## src/rtl/dsc_pkg.sv

```systemverilog
package dsc_pkg;

  typedef enum logic [1:0] {
    PH_IDLE = 2'd0,
    PH_ROW  = 2'd1,
    PH_COL  = 2'd2,
    PH_TAIL = 2'd3
  } phase_t;

  function automatic int max_of(input int a, input int b);
    return (a > b) ? a : b;
  endfunction

endpackage

```

## src/rtl/dsc_refresh_sched.sv

```systemverilog
module dsc_refresh_sched #(
  parameter int ROW_W   = 4,
  parameter int REF_INT = 125
) (
  input  logic             clk,
  input  logic             rst,
  input  logic             ack,
  output logic             pending,
  output logic [ROW_W-1:0] row
);

  localparam int TW = $clog2(REF_INT + 1);

  logic [TW-1:0] tmr;
  logic          tick;

  assign tick = (tmr == TW'(REF_INT - 1));

  always_ff @(posedge clk) begin
    if (rst) begin
      tmr     <= '0;
      pending <= 1'b0;
      row     <= '0;
    end else begin
      tmr     <= tick ? '0 : tmr + 1'b1;
      pending <= (pending & ~ack) | tick;
      if (ack) row <= row + 1'b1;
    end
  end

endmodule

```

## src/rtl/dsc_sequencer.sv

```systemverilog
module dsc_sequencer
  import dsc_pkg::*;
#(
  parameter int T_RCD = 2,
  parameter int T_RAC = 5,
  parameter int T_RC  = 8
) (
  input  logic clk,
  input  logic rst,
  input  logic req_valid,
  input  logic ref_pending,
  output logic busy,
  output logic start_acc,
  output logic start_ref,
  output logic col_load,
  output logic capture,
  output logic strobe_off,
  output logic ras_n,
  output logic cas_n
);

  localparam int CNT_W = $clog2(T_RC + 1);

  phase_t           st;
  logic [CNT_W-1:0] cnt;
  logic             ref_cyc;
  logic             col_hit;
  logic             rel_hit;
  logic             end_hit;

  assign start_ref  = (st == PH_IDLE) && ref_pending;
  assign start_acc  = (st == PH_IDLE) && !ref_pending && req_valid;
  assign col_hit    = (st == PH_ROW)  && (cnt == CNT_W'(T_RCD - 1));
  assign rel_hit    = (st == PH_COL)  && (cnt == CNT_W'(T_RAC - 1));
  assign end_hit    = (st == PH_TAIL) && (cnt == CNT_W'(T_RC - 1));
  assign col_load   = col_hit && !ref_cyc;
  assign capture    = rel_hit && !ref_cyc;
  assign strobe_off = rel_hit;
  assign busy       = (st != PH_IDLE) || ref_pending;

  always_ff @(posedge clk) begin
    if (rst) begin
      st      <= PH_IDLE;
      cnt     <= '0;
      ref_cyc <= 1'b0;
      ras_n   <= 1'b1;
      cas_n   <= 1'b1;
    end else begin
      unique case (st)
        PH_IDLE: begin
          if (start_ref || start_acc) begin
            st      <= PH_ROW;
            cnt     <= '0;
            ref_cyc <= start_ref;
            ras_n   <= 1'b0;
          end
        end
        PH_ROW: begin
          cnt <= cnt + 1'b1;
          if (col_hit) begin
            st <= PH_COL;
            if (!ref_cyc) cas_n <= 1'b0;
          end
        end
        PH_COL: begin
          cnt <= cnt + 1'b1;
          if (rel_hit) begin
            st    <= PH_TAIL;
            ras_n <= 1'b1;
            cas_n <= 1'b1;
          end
        end
        PH_TAIL: begin
          cnt <= cnt + 1'b1;
          if (end_hit) st <= PH_IDLE;
        end
        default: st <= PH_IDLE;
      endcase
    end
  end

endmodule

```

## src/rtl/dsc_datapath.sv

```systemverilog
module dsc_datapath #(
  parameter int ROW_W  = 4,
  parameter int COL_W  = 4,
  parameter int DATA_W = 8,
  parameter int MUX_W  = 4
) (
  input  logic                   clk,
  input  logic                   rst,
  input  logic                   start_acc,
  input  logic                   start_ref,
  input  logic                   col_load,
  input  logic                   capture,
  input  logic                   strobe_off,
  input  logic                   req_write,
  input  logic [ROW_W+COL_W-1:0] req_addr,
  input  logic [DATA_W-1:0]      req_wdata,
  input  logic [ROW_W-1:0]       ref_row,
  input  logic [DATA_W-1:0]      dq_in,
  output logic [MUX_W-1:0]       mux_addr,
  output logic                   we_n,
  output logic                   dq_oe,
  output logic [DATA_W-1:0]      dq_out,
  output logic                   rd_valid,
  output logic [DATA_W-1:0]      rd_data
);

  localparam int ADDR_W = ROW_W + COL_W;

  logic [COL_W-1:0]  lat_col;
  logic              lat_we;
  logic [DATA_W-1:0] lat_data;

  always_ff @(posedge clk) begin
    if (rst) begin
      mux_addr <= '0;
      we_n     <= 1'b1;
      dq_oe    <= 1'b0;
      dq_out   <= '0;
      rd_valid <= 1'b0;
      rd_data  <= '0;
      lat_col  <= '0;
      lat_we   <= 1'b0;
      lat_data <= '0;
    end else begin
      rd_valid <= 1'b0;
      if (start_acc) begin
        mux_addr <= MUX_W'(req_addr[ADDR_W-1:COL_W]);
        lat_col  <= req_addr[COL_W-1:0];
        lat_we   <= req_write;
        lat_data <= req_wdata;
      end else if (start_ref) begin
        mux_addr <= MUX_W'(ref_row);
      end
      if (col_load) begin
        mux_addr <= MUX_W'(lat_col);
        we_n     <= !lat_we;
        dq_oe    <= lat_we;
        dq_out   <= lat_data;
      end
      if (strobe_off) begin
        we_n  <= 1'b1;
        dq_oe <= 1'b0;
      end
      if (capture && !lat_we) begin
        rd_valid <= 1'b1;
        rd_data  <= dq_in;
      end
    end
  end

endmodule

```

## src/rtl/dram_strobe_ctrl.sv

```systemverilog
module dram_strobe_ctrl #(
  parameter int ROW_W           = 4,
  parameter int COL_W           = 4,
  parameter int DATA_W          = 8,
  parameter int T_RCD           = 2,
  parameter int T_RAC           = 5,
  parameter int T_RC            = 8,
  parameter int REF_PERIOD_CLKS = 2000
) (
  input  logic                                     clk,
  input  logic                                     rst,
  input  logic                                     req_valid,
  input  logic                                     req_write,
  input  logic [ROW_W+COL_W-1:0]                   req_addr,
  input  logic [DATA_W-1:0]                        req_wdata,
  output logic                                     busy,
  output logic                                     rd_valid,
  output logic [DATA_W-1:0]                        rd_data,
  output logic [dsc_pkg::max_of(ROW_W,COL_W)-1:0]  dram_addr,
  output logic                                     dram_ras_n,
  output logic                                     dram_cas_n,
  output logic                                     dram_we_n,
  output logic [DATA_W-1:0]                        dram_dq_out,
  output logic                                     dram_dq_oe,
  input  logic [DATA_W-1:0]                        dram_dq_in
);

  localparam int MUX_W   = dsc_pkg::max_of(ROW_W, COL_W);
  localparam int ROWS    = 1 << ROW_W;
  localparam int REF_INT = REF_PERIOD_CLKS / ROWS;

  logic             ref_pending;
  logic [ROW_W-1:0] ref_row;
  logic             start_acc;
  logic             start_ref;
  logic             col_load;
  logic             capture;
  logic             strobe_off;

  dsc_refresh_sched #(
    .ROW_W   (ROW_W),
    .REF_INT (REF_INT)
  ) ref_i (
    .clk     (clk),
    .rst     (rst),
    .ack     (start_ref),
    .pending (ref_pending),
    .row     (ref_row)
  );

  dsc_sequencer #(
    .T_RCD (T_RCD),
    .T_RAC (T_RAC),
    .T_RC  (T_RC)
  ) seq_i (
    .clk         (clk),
    .rst         (rst),
    .req_valid   (req_valid),
    .ref_pending (ref_pending),
    .busy        (busy),
    .start_acc   (start_acc),
    .start_ref   (start_ref),
    .col_load    (col_load),
    .capture     (capture),
    .strobe_off  (strobe_off),
    .ras_n       (dram_ras_n),
    .cas_n       (dram_cas_n)
  );

  dsc_datapath #(
    .ROW_W  (ROW_W),
    .COL_W  (COL_W),
    .DATA_W (DATA_W),
    .MUX_W  (MUX_W)
  ) dp_i (
    .clk        (clk),
    .rst        (rst),
    .start_acc  (start_acc),
    .start_ref  (start_ref),
    .col_load   (col_load),
    .capture    (capture),
    .strobe_off (strobe_off),
    .req_write  (req_write),
    .req_addr   (req_addr),
    .req_wdata  (req_wdata),
    .ref_row    (ref_row),
    .dq_in      (dram_dq_in),
    .mux_addr   (dram_addr),
    .we_n       (dram_we_n),
    .dq_oe      (dram_dq_oe),
    .dq_out     (dram_dq_out),
    .rd_valid   (rd_valid),
    .rd_data    (rd_data)
  );

endmodule

```

## config.mk

```make
export PLATFORM = sky130hd
export DESIGN_NAME = dram_strobe_ctrl
export DESIGN_NICKNAME = d
export VERILOG_FILES = /design/src/rtl/dsc_pkg.sv /design/src/rtl/dsc_refresh_sched.sv /design/src/rtl/dsc_sequencer.sv /design/src/rtl/dsc_datapath.sv /design/src/rtl/dram_strobe_ctrl.sv
export SDC_FILE = /design/constraint.sdc
export NUM_CORES = 1
export LEC_CHECK = 0
export BUFFER_PORTS_ARGS = -buffer_cell sky130_fd_sc_hd__buf_2
export CAP_MARGIN = 20
export CORE_MARGIN = 2
export CORE_UTILIZATION = 25
export CTS_CLUSTER_SIZE = 12
export DETAILED_ROUTE_END_ITERATION = 12
export HOLD_SLACK_MARGIN = 0.05
export MAX_ROUTING_LAYER = met4
export PLACE_DENSITY = 0.55
export SETUP_SLACK_MARGIN = 0.3
export SLEW_MARGIN = 10
export SYNTH_ARGS = -nofsm -noshare
export SYNTH_HDL_FRONTEND = slang
export SYNTH_SLANG_ARGS = --single-unit
```

## constraint.sdc

```tcl
create_clock -name clk -period 1.8 [get_ports clk]
set_clock_uncertainty 0.1 [all_clocks]
set_input_delay 0.36 -clock clk [delete_from_list [all_inputs] [get_ports clk]]
set_output_delay 0.36 -clock clk [all_outputs]
set_load 0.01 [all_outputs]
```

==> results.md, run 1 <==
* Top-level port count at 54
* H-Tree Depth at 3
* CP cell instances: inv_2 -> ha_1 -> nor4b_2 -> nor3_2 -> or4_1 -> and3_1
* Flops & latches, synth at 57
* Synthesized Nets at approximately 330
* Post-synthesis sequential area ratio at a little under half
* Element type at the critical path start: flop
* Setup Crit Path Kind: reg -> reg
* Util after Layout at a little over a third
* Hold Path Class: in -> reg
* Slew Viols, Final at 0
* Initial antenna violation count at 0
* Post-Syn Area at 2470 um^2
* Ys Warns at 0
* # rows at 36
* Clock Sink Count at 57
* CTS Hold Bufs at 0
* CP max-delay cell: or4_1
* Filler cells at between 1000 and 1500
* Placed Instance Area at roughly 3000 um^2
* Final hold vios at 0
* Slew headroom at 74.4%
* First-pass GRT wire length at just over 9 mm
* Root buffer cell: clkbuf_8
* Worst hold margin at 161 ps
* Cts bufs inserted at 9
* Initial Utilization at roughly a quarter
* ANT cells at 0
* Die W at roughly 100 um
* Crit path max-delay family: simple AND/OR/NAND/NOR gates
* Routed wire per std cell at 12.5 um
* CTS tree: yes
* LEAKAGE at approximately 1.5 nW
* Share of post-route cells with drive strength above 1 at about 38%
* Final setup vio count at 0
* Dpl ws at between 60 and 70 ps
* Total gr overflow at 0
* P&R area growth vs syn at 40.6%
* Max Root-Sink Buffers at 2
* DR pass1 iterations at 7
* DR DRC count at 0
* Vias in the first global route at slightly below 2000
* Post-route cell area at ~3500 um^2
* CP Capture Type: flop
* Fmax at about 580 MHz
* Status: finished clean
* Fin crit period at approximately 1700 ps
* Post-Syn Area per Cell at 8.61 um^2
* RSZ-0062 raised after global routing: yes
* Crit path arrival time at between 1500 and 2000 ps
* Required time of the critical path at roughly 1900 ps
* Pwr dens at 1240 nW/um^2
* Synth Instances at roughly 290
* DP HPWL at between 4 and 5 mm
* FF+latch area at approximately 1200 um^2
* Worst-skew pair later-pin latency at approximately 330 ps
* Antenna viol nets, final at 0
* Total Power at between 4 and 5 mW
* Crit path max fanout at 3
* Wirelength, routed at around 6.3 mm
* Largest net degree at the start of global routing at 17
* Least-Margin Pin Slew at ~380 ps
* Footprint of the multi-input gates at 1380 um^2
* Iteration-0 DRC Markers at 99
* CP peak stage delay at 400 ps
* Routed via count at around 2200
* Core area at 9680 um^2
* Peak supply drop at around 0.39 mV
* Maxcap violations at 0
* Routability cong. at between 0.8 and 0.9
* Synth cell types at 38
* Ratio of final minimum period to clock period at 95.9%
* Clk pin slew, worst setup/hold paths at ~70 ps
* Smallest setup slack after layout at 74.3 ps
* Via density at 4.42
* Crit path buffers/inverters at 1
* Nets@finish at just over 400
* Full die area at approximately 11000 um^2
* Total Routing Usage GR at 11.4%
* Port buffer count at 53
* Die height at ~100 um
flip-flops by register name, summed over array words and instances, names as in the netlist, 4 cells and up:
| signal | count |
|---|---|
| seq_i.cnt | 4 |
| dp_i.dq_out | 8 |
| dp_i.lat_col | 4 |
| dp_i.mux_addr | 4 |
| dp_i.lat_data | 8 |
| ref_i.tmr | 7 |
| ref_i.row | 4 |
| dp_i.rd_data | 8 |
per-stage QoR:
| step | TNS [ps] | cells |
|---|---|---|
| after CTS | 0 | 495 |
| final | 0 | 503 |
| after global routing | -29.0 | 503 |
| after global placement | 0 | 471 |
| after detailed placement | 0 | 471 |
| after floorplan | 0 | 287 |
synthesized netlist by cell type:
| cell type | number | area share, % |
|---|---|---|
| nand2_1 | 54 | 8.2 |
| a31oi_1 | 1 | 0.25 |
| o32ai_1 | 1 | 0.35 |
| nand3b_1 | 2 | 0.61 |
| a21o_1 | 2 | 0.61 |
| nand4b_1 | 1 | 0.35 |
| or4b_1 | 1 | 0.41 |
| dfxtp_1 | 57 | 46 |
| nor2b_1 | 4 | 1.0 |
| a21oi_2 | 1 | 0.35 |
| o21ai_0 | 10 | 2.0 |
| o211ai_1 | 5 | 1.5 |
| nor3b_1 | 6 | 1.8 |
| or4_1 | 3 | 0.91 |
| buf_2 | 1 | 0.20 |
| inv_1 | 11 | 1.7 |
| nor4b_2 | 1 | 0.61 |
| nand2b_1 | 1 | 0.25 |
| nand3_1 | 7 | 1.4 |
| nor4bb_1 | 1 | 0.41 |
| or2_1 | 2 | 0.51 |
| and4_1 | 1 | 0.35 |
| or3_1 | 2 | 0.51 |
| o41ai_1 | 1 | 0.35 |
| a211o_1 | 1 | 0.35 |
| and3_1 | 3 | 0.76 |
| clkbuf_1 | 8 | 1.2 |
| a21oi_1 | 35 | 7.1 |
| mux2i_1 | 8 | 3.2 |
| buf_6 | 6 | 2.7 |
| xnor2_1 | 1 | 0.35 |
| ha_1 | 11 | 5.6 |
| nor4_2 | 1 | 0.51 |
| buf_1 | 1 | 0.15 |
| xor2_1 | 5 | 1.8 |
| nor2_1 | 28 | 4.3 |
| nor3_4 | 1 | 0.66 |
| nor3_1 | 2 | 0.41 |
per-layer routing:
layer  routed length, um  up-vias  track usage [%]
met5                   0        -                -
li1                    -     1127                -
met2                3080       52             17.7
met3                 238        6             3.43
met1                2930     1039             14.3
met4                  69        0             3.74
tightest hold or removal path: stages:
cell	delay (ps)
buf_2	90
nand2_1	40
a21oi_1	50
cells by family (layout without fill, tap and decap cells):
kind of cell,Yosys count,count (layout),share of synthesized area (%)
AND/OR/NAND/NOR,121,123,24.0
AO/OA/AOI/OAI,57,57,12.9
flip-flops,57,57,46.2
buffers and inverters,27,108,5.98
adder cells (fa/ha/maj),11,11,5.57
multiplexers,8,8,3.24
XOR/XNOR,6,6,2.13
cells in the final DEF (no fill, tap or decap), drive strengths merged, types with 4 or more instances in the layout:
cell type,netlist,routed
inv,11,11
clkbuf,8,12
o21ai,10,10
clkinv,0,5
nand2,54,54
a21oi,36,36
nor2,28,28
o211ai,5,5
mux2i,8,8
nand3,7,7
dfxtp,57,57
ha,11,11
xor2,5,5
nor2b,4,4
buf,8,80
nor3b,6,7
final cells by class:
cell class | instances | area share [%]
clock buffers | 11 | 4.40
clock inverters | 5 | 0.829
inverters | 11 | 1.33
multi-input cells | 205 | 39.8
flip-flops and latches | 57 | 33.2
well taps | 133 | 4.79
repair buffers | 81 | 15.6
where the power goes:
part           internal, mW  switching, mW  leakage, nW  total, mW
registers              1.42          0.130        0.466       1.56
clock network         0.576          0.506       0.0980       1.08
logic                 0.842          0.823        0.920       1.66
worst paths after layout:
check	startpoint	endpoint	slack [ps]	depth (start not counted)
setup / recovery	seq_i.cnt[1]$_SDFFE_PP0P_	seq_i.st[0]$_SDFFE_PP0P_	70	6
hold / removal	req_wdata[5]	dp_i.lat_data[5]$_SDFFE_PP0P_	160	3
hold reg to reg	dp_i.dq_out[7]$_SDFFE_PP0P_	dp_i.dq_out[7]$_SDFFE_PP0P_	350	2
setup reg to reg	seq_i.cnt[1]$_SDFFE_PP0P_	seq_i.st[0]$_SDFFE_PP0P_	70	6
repair_timing:
action                                  4_1_cts  5_1_grt
endpoints found under the setup margin       45       45
gates cloned                                  0        4
pin swaps                                    12       22
gates resized for setup                      19       31
buffers inserted                              8        4
Note: power is estimated with default switching activity, not from simulation.
==> inputs of run 2 (changes only) <==
- ABC_AREA: not set -> 1
- PLACE_DENSITY: 0.55 -> 0.56
==> run 2 against run 1 <==
Critical path depth down 2. Die area down 2.6%. Clock power up 12%. Via count up 1.3%. Sequential share of layout area up 1.6 points. Non-clock buffer count down 5. Synthesized cell count up 12%. Combinational power down 9.6%. Global-route usage up 0.42 points. Design area down 5.1%. Count of clock-buffer cells in the layout down 1. Core utilization down 0.35 points. Critical path type is now reg -> out. Highest routed layer unchanged.
==> results.md, run 2 <==
* Top-level port count at 54 (unchanged)
* CP Capture Type: output port (was flop)
* Worst-skew pair later-pin latency at 340 ps (was 330 ps)
* Cell taking the most area after synthesis: dfxtp_1 (unchanged)
* Initial Utilization at 25.9% (was 25.5%)
* Ys Warns at 0 (unchanged)
* Hold Path Class: in -> reg (unchanged)
* Synth Instances at 322 (was 287)
* Final hold vios at 0 (unchanged)
* LEAKAGE at 1.47 nW (was 1.48 nW)
* CP cell instances: inv_4 -> ha_4 -> nand2_4 -> buf_6 (was inv_2 -> ha_1 -> nor4b_2 -> nor3_2 -> or4_1 -> and3_1)
* P&R area growth vs syn at 37.1% (was 40.6%)
* Routability cong. at 0.773 (was 0.831)
* Top_reg_cell synth: dfxtp_1 (unchanged)
* Largest net degree at the start of global routing at 21 (was 17)
* Flops & latches, synth at 57 (unchanged)
* Nets@finish at 440 (was 404)
* Synth cell types at 24 (was 38)
* Crit path buffers/inverters at 2 (was 1)
* Placed cells at 503 (was 471)
* Die W at 102 um (was 103 um)
* Async SR Flop Fraction at 0% (unchanged)
* Top-area cell type share of the netlist area at 47.5% (was 46.2%)
* Vias in the first global route at 2075 (was 1945)
* Synth top area cells: dfxtp_1 47%, nor2_1 14%, nand2_1 8.6%, o21ai_0 7.9%, ha_1 5.7% (was dfxtp_1 46%, nand2_1 8.2%, a21oi_1 7.1%, ha_1 5.6%, nor2_1 4.3%)
* Post-Syn Area at 2400 um^2 (was 2470 um^2)
* DR DRC count at 0 (unchanged)
* Top-count cell post-synth: nor2_1 (was dfxtp_1)
* Post-synthesis sequential area ratio at 47.5% (was 46.2%)
* Element type at the critical path start: flop (unchanged)
* Util after Layout at 35.5% (was 35.9%)
* Worst hold margin at 160 ps (was 161 ps)
* Top cells by count, synth: 89 x nor2_1, 57 x dfxtp_1, 55 x nand2_1 (was 57 x dfxtp_1, 54 x nand2_1, 35 x a21oi_1)
* Status: finished clean (unchanged)
* Crit path max-delay family: flip-flops (was simple AND/OR/NAND/NOR gates)
* Post-synth EDFFs at 0 (unchanged)
* Via density at 4.21 (was 4.42)
* Final std cells w/o fill at 535 (was 503)
* Final setup vio count at 0 (unchanged)
* Maxcap violations at 0 (unchanged)
* Required time of the critical path at 1340 ps (was 1920 ps)
* # rows at 35 (was 36)
* Slew headroom at 80.7% (was 74.4%)
* Crit path arrival time at 1090 ps (was 1850 ps)
* Crit path launch: seq_i.st[0]$_SDFFE_PP0P_ (was seq_i.cnt[1]$_SDFFE_PP0P_)
* Fin crit period at 1550 ps (was 1730 ps)
* Total gr overflow at 0 (unchanged)
* Setup Crit Path Kind: reg -> out (was reg -> reg)
* Cts bufs inserted at 9 (unchanged)
* Total Routing Usage GR at 11.9% (was 11.4%)
* CP max-delay cell: dfxtp_4 (was or4_1)
* ANT cells at 0 (unchanged)
* DR pass1 iterations at 4 (was 7)
* TNS Setup at 0 ps (unchanged)
* Synthesized Nets at 361 (was 326)
* CTS tree: yes (unchanged)
* Total Power at 4.29 mW (was 4.30 mW)
* H-Tree Depth at 3 (unchanged)
* Share of post-route cells with drive strength above 1 at 31.5% (was 37.8%)
* Slew Viols, Final at 0 (unchanged)
* RSZ-0062 raised after global routing: yes (unchanged)
* Initial antenna violation count at 0 (unchanged)
* Worst reg2reg path startpoint: seq_i.st[0]$_SDFFE_PP0P_ (was seq_i.cnt[1]$_SDFFE_PP0P_)
* Root buffer cell: clkbuf_8 (unchanged)
* Die height at 102 um (was 103 um)
* Least-Margin Pin Slew at 289 ps (was 384 ps)
* First-pass GRT wire length at 9.26 mm (was 9.29 mm)
* Ratio of final minimum period to clock period at 86.2% (was 95.9%)
* Clock Sink Count at 57 (unchanged)
* Largest regs: dp_i.dq_out x8, dp_i.lat_data x8, dp_i.rd_data x8 (unchanged)
* Worst hold start: dram_dq_in[7] (was req_wdata[5])
* Crit path max fanout at 4 (was 3)
* Post-Syn Area per Cell at 7.46 um^2 (was 8.61 um^2)
* Core area at 9280 um^2 (was 9680 um^2)
* Port buffer count at 53 (unchanged)
* Wirelength, routed at 5.76 mm (was 6.31 mm)
* Peak supply drop at 0.512 mV (was 0.387 mV)
* Routed via count at 2253 (was 2224)
* Antenna viol nets, final at 0 (unchanged)
* DP HPWL at 4.12 mm (about the same)
* Full die area at 10400 um^2 (was 10700 um^2)
* Clk pin slew, worst setup/hold paths at 70 ps (about the same)
* CP peak stage delay at 360 ps (was 400 ps)
* Pwr dens at 1300 nW/um^2 (was 1240 nW/um^2)
* Fmax at 645 MHz (was 579 MHz)
* Most frequent cells in the layout: 89 x nor2_1, 54 x dfxtp_1, 53 x nand2_1, 52 x buf_2, 25 x o21ai_0 (was 53 x dfxtp_1, 52 x buf_2, 45 x nand2_1, 32 x a21oi_1, 27 x nor2_1)
* Iteration-0 DRC Markers at 65 (was 99)
* Routed wire per std cell at 10.8 um (was 12.5 um)
* Most common cell after layout, fill and taps aside: nor2_1 (was dfxtp_1)
* Max Root-Sink Buffers at 2 (unchanged)
==> run 2: worst register-to-register path, stage by stage, from the launching register on <==
cell	delay [ps]
dfxtp_4	360
inv_4	70
ha_4	160
buf_4	130
nand3_1	80
buf_6	160
buf_12	140
o21ai_0	150
nor2_1	60
==> run 2: layout make-up <==
cell class	instances	area (um^2)
multi-input combinational	236	1220
clock buffer	10	138
sequential	57	1150
tap	129	161
clock inverter	6	66.3
inverter	21	88.8
timing repair buffer	76	477
fill	1006	5990
==> run 2: cell families (layout without fill, tap and decap cells) <==
logic type,after synthesis,after routing,share of synthesized area (%)
simple gates,169,169,29.2
flops,57,57,47.5
compound gates,52,52,11.0
buf+inv,29,113,5.21
fa+ha+maj,11,11,5.73
xor+xnor,4,4,1.46
==> run 2: path summary, 6_finish.rpt <==
path	end	slack, ps	depth (start not counted)
setup / recovery	busy	250	4
hold / removal	dp_i.rd_data[7]$_SDFFE_PP0P_	160	3
hold reg to reg	ref_i.tmr[0]$_SDFF_PP0_	360	1
setup reg to reg	dp_i.lat_data[1]$_SDFFE_PP0P_	290	8
==> run 2: what timing repair did <==
action,4_1_cts,5_1_grt
setup buffers,11,5
hold buffers,0,0
pin swaps,3,3
setup endpoints to repair,41,33
gates resized for setup,13,35
==> run 2: metal layers <==
layer  wire [um]  GRT usage (%)
met1        2600           13.8
met2        2800           18.7
met3         291           3.49
met4          78           5.74
met5           0              -
==> run 2: power breakdown <==
group,switching [mW],internal (mW)
Clock,0.534,0.678
Combinational,0.838,0.662
Sequential,0.116,1.46
Total,1.49,2.80
==> run 2: through the flow <==
step | setup slack [ps] | instance area, um^2
6_report | 249 | 3300
3_5_place_dp | 70.2 | 2840
3_3_place_gp | 150 | 2840
4_1_cts | 206 | 3170
5_1_grt | 195 | 3300
2_1_floorplan | 335 | 2410
